<file path="src/rtl/mdio_pkg.sv">
package mdio_pkg;

   typedef enum logic [1:0] {
      MDIO_OP_WRITE = 2'b01,
      MDIO_OP_READ  = 2'b10
   } mdio_op_e;

   localparam logic [1:0] MDIO_SOF      = 2'b01;
   localparam logic [1:0] MDIO_TA_DRIVE = 2'b10;

   localparam int MDIO_SOF_BITS = 2;
   localparam int MDIO_OP_BITS  = 2;
   localparam int MDIO_TA_BITS  = 2;

endpackage

</file>
<file path="src/rtl/mdio_clkdiv.sv">
module mdio_clkdiv #(
   parameter int SEL_W    = 3,
   parameter int MIN_HALF = 2
) (
   input  logic             clk,
   input  logic             rst_n,
   input  logic             run,
   input  logic [SEL_W-1:0] sel,
   output logic             mdc,
   output logic             rise_stb,
   output logic             fall_stb
);

   localparam int NSEL     = 1 << SEL_W;
   localparam int MAX_HALF = MIN_HALF << (NSEL - 1);
   localparam int CNT_W    = $clog2(MAX_HALF) + 1;

   logic [CNT_W-1:0] half_lim [NSEL];
   logic [CNT_W-1:0] cnt_q;
   logic             mdc_q;
   logic             wrap;

   for (genvar g = 0; g < NSEL; g++) begin : g_half
      assign half_lim[g] = CNT_W'((MIN_HALF << g) - 1);
   end

   assign wrap     = run && (cnt_q == half_lim[sel]);
   assign rise_stb = wrap && !mdc_q;
   assign fall_stb = wrap && mdc_q;
   assign mdc      = mdc_q;

   always_ff @(posedge clk or negedge rst_n) begin
      if (!rst_n) begin
         cnt_q <= '0;
         mdc_q <= 1'b0;
      end else if (!run) begin
         cnt_q <= '0;
         mdc_q <= 1'b0;
      end else if (wrap) begin
         cnt_q <= '0;
         mdc_q <= ~mdc_q;
      end else begin
         cnt_q <= cnt_q + 1'b1;
      end
   end

   // MDC only rises while the divider is running
   assert_rise_needs_run_R7: assert property (@(posedge clk) disable iff (!rst_n)
      $rose(mdc_q) |-> $past(run));

endmodule

</file>
<file path="src/rtl/mdio_frame_seq.sv">
module mdio_frame_seq
   import mdio_pkg::*;
#(
   parameter int PHY_AW  = 5,
   parameter int REG_AW  = 5,
   parameter int DATA_W  = 16,
   parameter int PRE_LEN = 32
) (
   input  logic              clk,
   input  logic              rst_n,
   input  logic              start,
   input  logic              is_write,
   input  logic [PHY_AW-1:0] phy_addr,
   input  logic [REG_AW-1:0] reg_addr,
   input  logic [DATA_W-1:0] wdata,
   input  logic              rise_stb,
   input  logic              fall_stb,
   input  logic              mdio_i,
   output logic              active,
   output logic              done,
   output logic [DATA_W-1:0] rdata,
   output logic              mdio_o,
   output logic              mdio_oe
);

   localparam int TA_START   = PRE_LEN + MDIO_SOF_BITS + MDIO_OP_BITS + PHY_AW + REG_AW;
   localparam int DATA_START = TA_START + MDIO_TA_BITS;
   localparam int FRAME_LEN  = DATA_START + DATA_W;
   localparam int IDX_W      = $clog2(FRAME_LEN);

   localparam logic [IDX_W-1:0] IDX_LAST = IDX_W'(FRAME_LEN - 1);
   localparam logic [IDX_W-1:0] IDX_TA   = IDX_W'(TA_START);
   localparam logic [IDX_W-1:0] IDX_DATA = IDX_W'(DATA_START);

   logic [FRAME_LEN-1:0] tx_sr;
   logic [DATA_W-1:0]    rx_sr;
   logic [IDX_W-1:0]     idx_q;
   logic                 active_q;
   logic                 wr_q;
   mdio_op_e             op;

   assign op = is_write ? MDIO_OP_WRITE : MDIO_OP_READ;

   always_ff @(posedge clk or negedge rst_n) begin
      if (!rst_n) begin
         tx_sr    <= '0;
         idx_q    <= '0;
         active_q <= 1'b0;
         wr_q     <= 1'b0;
      end else if (start && !active_q) begin
         tx_sr    <= {{PRE_LEN{1'b1}}, MDIO_SOF, op, phy_addr, reg_addr,
                      MDIO_TA_DRIVE, wdata};
         idx_q    <= '0;
         active_q <= 1'b1;
         wr_q     <= is_write;
      end else if (active_q && fall_stb) begin
         if (idx_q == IDX_LAST) begin
            active_q <= 1'b0;
         end else begin
            idx_q <= idx_q + 1'b1;
            tx_sr <= {tx_sr[FRAME_LEN-2:0], 1'b0};
         end
      end
   end

   always_ff @(posedge clk or negedge rst_n) begin
      if (!rst_n) begin
         rx_sr <= '0;
      end else if (active_q && rise_stb && !wr_q && (idx_q >= IDX_DATA)) begin
         rx_sr <= {rx_sr[DATA_W-2:0], mdio_i};
      end
   end

   assign active  = active_q;
   assign done    = active_q && fall_stb && (idx_q == IDX_LAST);
   assign rdata   = rx_sr;
   assign mdio_o  = tx_sr[FRAME_LEN-1];
   assign mdio_oe = active_q && (wr_q || (idx_q < IDX_TA));

   // a frame only ends after its last bit
   assert_end_at_last_bit_R6: assert property (@(posedge clk) disable iff (!rst_n)
      $fell(active_q) |-> ($past(idx_q) == IDX_LAST));

endmodule

</file>
<file path="src/rtl/mdio_mgmt_ctrl.sv">
module mdio_mgmt_ctrl #(
   parameter int PHY_AW   = 5,
   parameter int REG_AW   = 5,
   parameter int DATA_W   = 16,
   parameter int SEL_W    = 3,
   parameter int MIN_HALF = 2,
   parameter int PRE_LEN  = 32,
   localparam int CMD_W   = 2 + SEL_W + REG_AW + PHY_AW
) (
   input  logic              clk,
   input  logic              rst_n,
   input  logic              cmd_wr,
   input  logic [CMD_W-1:0]  cmd_wdata,
   input  logic              data_wr,
   input  logic [DATA_W-1:0] data_wdata,
   output logic [CMD_W-1:0]  cmd_rdata,
   output logic [DATA_W-1:0] data_rdata,
   output logic              mdc,
   input  logic              mdio_i,
   output logic              mdio_o,
   output logic              mdio_oe
);

   localparam int GO_BIT  = 0;
   localparam int WR_BIT  = 1;
   localparam int SEL_LSB = 2;
   localparam int REG_LSB = SEL_LSB + SEL_W;
   localparam int PHY_LSB = REG_LSB + REG_AW;

   if (MIN_HALF < 1) begin : g_bad_half
      $error("MIN_HALF must be at least 1");
   end
   if (SEL_W < 1 || SEL_W > 4) begin : g_bad_sel
      $error("SEL_W must lie between 1 and 4");
   end
   if (PRE_LEN < 1) begin : g_bad_pre
      $error("PRE_LEN must be at least 1");
   end

   logic [CMD_W-1:1]  fields_q;
   logic [DATA_W-1:0] data_q;
   logic              busy;
   logic              start;
   logic              done;
   logic              rise_stb;
   logic              fall_stb;
   logic [DATA_W-1:0] rx_word;

   assign start = cmd_wr && !busy && cmd_wdata[GO_BIT];

   always_ff @(posedge clk or negedge rst_n) begin
      if (!rst_n) begin
         fields_q <= '0;
      end else if (cmd_wr && !busy) begin
         fields_q <= cmd_wdata[CMD_W-1:1];
      end
   end

   always_ff @(posedge clk or negedge rst_n) begin
      if (!rst_n) begin
         data_q <= '0;
      end else if (done && !fields_q[WR_BIT]) begin
         data_q <= rx_word;
      end else if (data_wr) begin
         data_q <= data_wdata;
      end
   end

   mdio_clkdiv #(
      .SEL_W    (SEL_W),
      .MIN_HALF (MIN_HALF)
   ) u_div (
      .clk      (clk),
      .rst_n    (rst_n),
      .run      (busy),
      .sel      (fields_q[SEL_LSB +: SEL_W]),
      .mdc      (mdc),
      .rise_stb (rise_stb),
      .fall_stb (fall_stb)
   );

   mdio_frame_seq #(
      .PHY_AW  (PHY_AW),
      .REG_AW  (REG_AW),
      .DATA_W  (DATA_W),
      .PRE_LEN (PRE_LEN)
   ) u_seq (
      .clk      (clk),
      .rst_n    (rst_n),
      .start    (start),
      .is_write (cmd_wdata[WR_BIT]),
      .phy_addr (cmd_wdata[PHY_LSB +: PHY_AW]),
      .reg_addr (cmd_wdata[REG_LSB +: REG_AW]),
      .wdata    (data_q),
      .rise_stb (rise_stb),
      .fall_stb (fall_stb),
      .mdio_i   (mdio_i),
      .active   (busy),
      .done     (done),
      .rdata    (rx_word),
      .mdio_o   (mdio_o),
      .mdio_oe  (mdio_oe)
   );

   assign cmd_rdata  = {fields_q, busy};
   assign data_rdata = data_q;

   // MDC rests low whenever no frame is running
   assert_idle_mdc_low_R6: assert property (@(posedge clk) disable iff (!rst_n)
      !busy |-> !mdc);

   // command writes during a frame leave the stored fields alone
   assert_cmd_hold_R8: assert property (@(posedge clk) disable iff (!rst_n)
      (busy && cmd_wr) |=> $stable(fields_q));

   // every frame opens by driving a preamble one
   assert_frame_opens_high_R3: assert property (@(posedge clk) disable iff (!rst_n)
      $rose(busy) |-> (mdio_oe && mdio_o));

   // a frame starts only from a command with the go bit set
   assert_go_needed_R9: assert property (@(posedge clk) disable iff (!rst_n)
      $rose(busy) |-> ($past(cmd_wr) && $past(cmd_wdata[GO_BIT])));

endmodule

</file>
<file path="config.mk">
export PLATFORM = sky130hd
export DESIGN_NAME = mdio_mgmt_ctrl
export DESIGN_NICKNAME = d
export VERILOG_FILES = /design/src/rtl/mdio_pkg.sv /design/src/rtl/mdio_clkdiv.sv /design/src/rtl/mdio_frame_seq.sv /design/src/rtl/mdio_mgmt_ctrl.sv
export SDC_FILE = /design/constraint.sdc
export NUM_CORES = 1
export LEC_CHECK = 0
export ABC_AREA = 1
export BUFFER_PORTS_ARGS = -buffer_cell sky130_fd_sc_hd__buf_4
export CAP_MARGIN = 20
export CORE_ASPECT_RATIO = 0.5
export CORE_UTILIZATION = 45
export DETAILED_ROUTE_END_ITERATION = 10
export SLEW_MARGIN = 0
export SYNTH_ARGS = -nofsm -noshare
export SYNTH_HDL_FRONTEND = slang
export SYNTH_HIERARCHICAL = 1
export SYNTH_SLANG_ARGS = --single-unit
</file>
<file path="constraint.sdc">
create_clock -name clk -period 3.4 [get_ports clk]
set_input_delay 0.17 -clock clk [delete_from_list [all_inputs] [get_ports clk]]
set_output_delay 0.17 -clock clk [all_outputs]
set_load 0.1 [all_outputs]
</file>
==> results.sh <==
export IMPL_grtUsageTotal=0.207
export IMPL_clkLatencyLatePin_ns=0.42
export IMPL_tightest_slew_ns=0.800
export IMPL_endpoint="u_seq/tx_sr[23]$_DFFE_PN0P_"
export IMPL_start_util=0.476
export IMPL_nFillCells=1205
export IMPL_worstRegToRegCells=9
export IMPL_vias=5164
export IMPL_yosysWarnings=6
export IMPL_status="completed"
export IMPL_seq_power_share=0.367
export IMPL_drt_initial_drc_count=313
export IMPL_peakVddDrop_mv=0.439
export IMPL_numCtsBuffers=17
export IMPL_cts_repair_resized=0
export IMPL_clockBufferDepth=2
export IMPL_worst_slack_ns=0.494
export IMPL_wl_mm=13.8
export IMPL_r2r_end="u_seq/tx_sr[23]$_DFFE_PN0P_"
export IMPL_p_int_w=0.00380
export IMPL_regToRegStartpoint="u_seq/active$_DFFE_PN0P_"
export IMPL_h_tree_depth=4
export IMPL_syn_area_um2=6220
export IMPL_clockRootBuffer="clkbuf_16"
export IMPL_antenna_found_initial=0
export IMPL_p_per_area_nw_per_um2=832
export IMPL_path_max_fanout=44
export IMPL_overflow=0
export IMPL_crit_arrival_ns=3.20
export IMPL_synth_ff_type="dfrtp_1"
export IMPL_rows=29
export IMPL_critical_path_startpoint="u_seq/active$_DFFE_PN0P_"
export IMPL_pre_cts_slack_ns=0.515
export IMPL_crit_type="reg -> reg"
export IMPL_die_h_um=85.1
export IMPL_hp_class="in -> reg"
export IMPL_fmax_mhz=344
export IMPL_die_area_um2=14300
export IMPL_slew_viol_final=0
export IMPL_synthToLayoutAreaGrowth_pct=20.6
export IMPL_multi_input_area_um2=2440
export IMPL_viasPerCell=4.97
export IMPL_synth_edf_count=0
export IMPL_io_buffers=69
export IMPL_power_frac_clock=0.318
export IMPL_clock_sinks=128
export IMPL_core_um2=13100
export IMPL_netlist_area_leader_share=0.515
export IMPL_rsz0062_at_grt="no"
export IMPL_grt_start_max_net_pins=63
export IMPL_syn_num_nets=829
export IMPL_p_sw_frac=0.390
export IMPL_switchingPower_w=0.00243
export IMPL_n_antenna_cell=0
export IMPL_cts_tree="done"
export IMPL_dp_cells=1001
export IMPL_regArea_um2=3200
export IMPL_combPwrFrac=0.316
export IMPL_yosysTopAreaCell="dfrtp_1"
export IMPL_finClkSkew_ns=0.00975
export IMPL_cp_start_kind="flip-flop"
export IMPL_postSynthCellCount=791
export IMPL_post_dp_hpwl_mm=8.87
export IMPL_leakage_nw=3.93
export IMPL_layout_cells_non_filler=1039
export IMPL_synth_area_per_cell_um2=7.86
export IMPL_crit_required_ns=3.69
export IMPL_wl_per_cell_um=13.3
export IMPL_maxCapViolations=0
export IMPL_gp_congestion=0.889
export IMPL_drive_above_1_share=0.158
export IMPL_ys_top_cells_by_area="dfrtp_1, nand2_1, nand3_1"
export IMPL_clk_pin_slew_ns=0.06
export IMPL_cts_setup_buffers=0
export IMPL_post_route_period_util=0.855
export IMPL_grt_pass1_wl_mm=23.3
export IMPL_drtPass1Iterations=5
export IMPL_finalNetCount=894
export IMPL_post_route_min_period_ns=2.91
export IMPL_synth_yosys_seq_area_share=0.515
export IMPL_cp_end_kind="flip-flop"
export IMPL_route_detailed_drc=0
export IMPL_io_pins=70
export IMPL_relSlewSlack=0.467
export IMPL_postRouteAntennaNets=0
export IMPL_synth_distinct_cells=29
export IMPL_r2r_slack_ns=0.49
export IMPL_die_w_um=168
export IMPL_finalSetupViolCount=0
export IMPL_grt_pass1_vias=4816
export IMPL_synthArstFlopShare=1.00
export IMPL_synth_seq_cells=128
export IMPL_tns_ns=0
export IMPL_finalHoldViolCount=0
power by group through the flow:
stage | combinational (W) | sequential, W | clock [W]
floorplan | 0.000831 | 0.00297 | 0
global placement | 0.00194 | 0.00230 | 0
detailed placement | 0.00197 | 0.00230 | 0
CTS | 0.00198 | 0.00229 | 0.00202
global route | 0.00215 | 0.00235 | 0.00208
finish | 0.00197 | 0.00229 | 0.00198
cells by family (layout without fill, tap and decap cells):
| family | count (synthesis) | count (layout) | share of synthesized area |
|---|---|---|---|
| adder cells (fa/ha/maj) | 2 | 2 | 0.00403 |
| AO/OA/AOI/OAI | 72 | 72 | 0.0700 |
| buffers and inverters | 120 | 198 | 0.0918 |
| AND/OR/NAND/NOR | 466 | 466 | 0.315 |
| flip-flops | 128 | 128 | 0.515 |
| XOR/XNOR | 3 | 3 | 0.00423 |
critical path, stage by stage, from the launching register on:
cell and delay (ns):
dfrtp_1 0.50, inv_1 0.39, nand2_2 0.29, nor2_1 0.29, nand2_4 0.25, inv_2 0.45
buf_12 0.28, nor2_1 0.06, a21boi_0 0.20, nand2_1 0.07
how the worst min path moves through the flow:
| stage | start | endpoint | cells past startpoint |
|---|---|---|---|
| after CTS | cmd_wdata[14] | fields_q[14]$_DFFE_PN0P_ | 3 |
| after floorplan | rst_n | data_rdata[0]$_DFFE_PN0P_ | 0 |
| after global routing | cmd_wdata[13] | fields_q[13]$_DFFE_PN0P_ | 3 |
| final | cmd_wdata[14] | fields_q[14]$_DFFE_PN0P_ | 3 |
| after detailed placement | rst_n | data_rdata[1]$_DFFE_PN0P_ | 1 |
| after global placement | rst_n | data_rdata[1]$_DFFE_PN0P_ | 1 |
stage by stage:
stage           util  power [W]  cell area [µm²]  hold slack, ns
6_report       0.574    0.00623             7490          0.0141
5_1_grt        0.574    0.00659             7490          0.0166
4_1_cts        0.574    0.00628             7490         0.00144
3_5_place_dp   0.519    0.00427             6790           0.316
3_3_place_gp   0.519    0.00424             6790           0.320
2_1_floorplan      -    0.00380             6220          -0.126
synth_stat cells, types with 2 or more instances:
master and number:
inv_1 77, a21oi_1 25, nand3_2 2, nand2_1 308, clkbuf_1 2, nand4_1 6
ha_1 2, o21ai_1 7, buf_6 9, dfrtp_1 128, o21ai_2 7, buf_2 18
nor2_2 2, a21boi_0 18, nand3_1 81, inv_2 6, buf_4 8, xnor2_1 2
nand2_2 3, nand2_4 5, nor2_1 55, o21ai_0 13
final cells by class:
type	count	share of cell area
clock inverter	12	0.0242
timing repair buffer	83	0.0902
tap	170	0.0284
multi-input combinational	543	0.326
clock buffer	20	0.0623
inverter	83	0.0416
sequential	128	0.427
layout by cell type, fill, tap and decap left out, types with 4 or more instances in the layout:
cell,instances
nand2_1,308
dfrtp_1,128
nand3_1,81
inv_1,77
buf_4,74
nor2_1,55
a21oi_1,25
a21boi_0,18
clkbuf_16,17
o21ai_0,13
o21ai_2,7
o21ai_1,7
inv_2,6
dlygate4sd3_1,6
nand4_1,6
nand2_4,5
bufinv_16,4
clkinvlp_4,4
what timing repair did:
action / CTS / global route
hold endpoints to repair: 64 / 0
hold buffers: 6 / 0
endpoints found under the setup margin: 0 / 0
layer usage:
layer  vias to the layer above  global-route usage  share of wire
met5                         -                   0              0
met3                        20              0.0420          0.043
met4                         0              0.0843          0.015
li1                       2591                   -              -
met2                       116               0.301           0.42
met1                      2437               0.304           0.52
flip-flops by register name, summed over array words and instances (netlist names), 6 cells and up:
| register | count |
|---|---|
| u_seq/rdata | 16 |
| u_seq/tx_sr | 64 |
| data_rdata | 16 |
| fields_q | 14 |
| u_seq/idx_q | 6 |
| u_div/cnt_q | 9 |
Power figures use the tool's default switching activity.
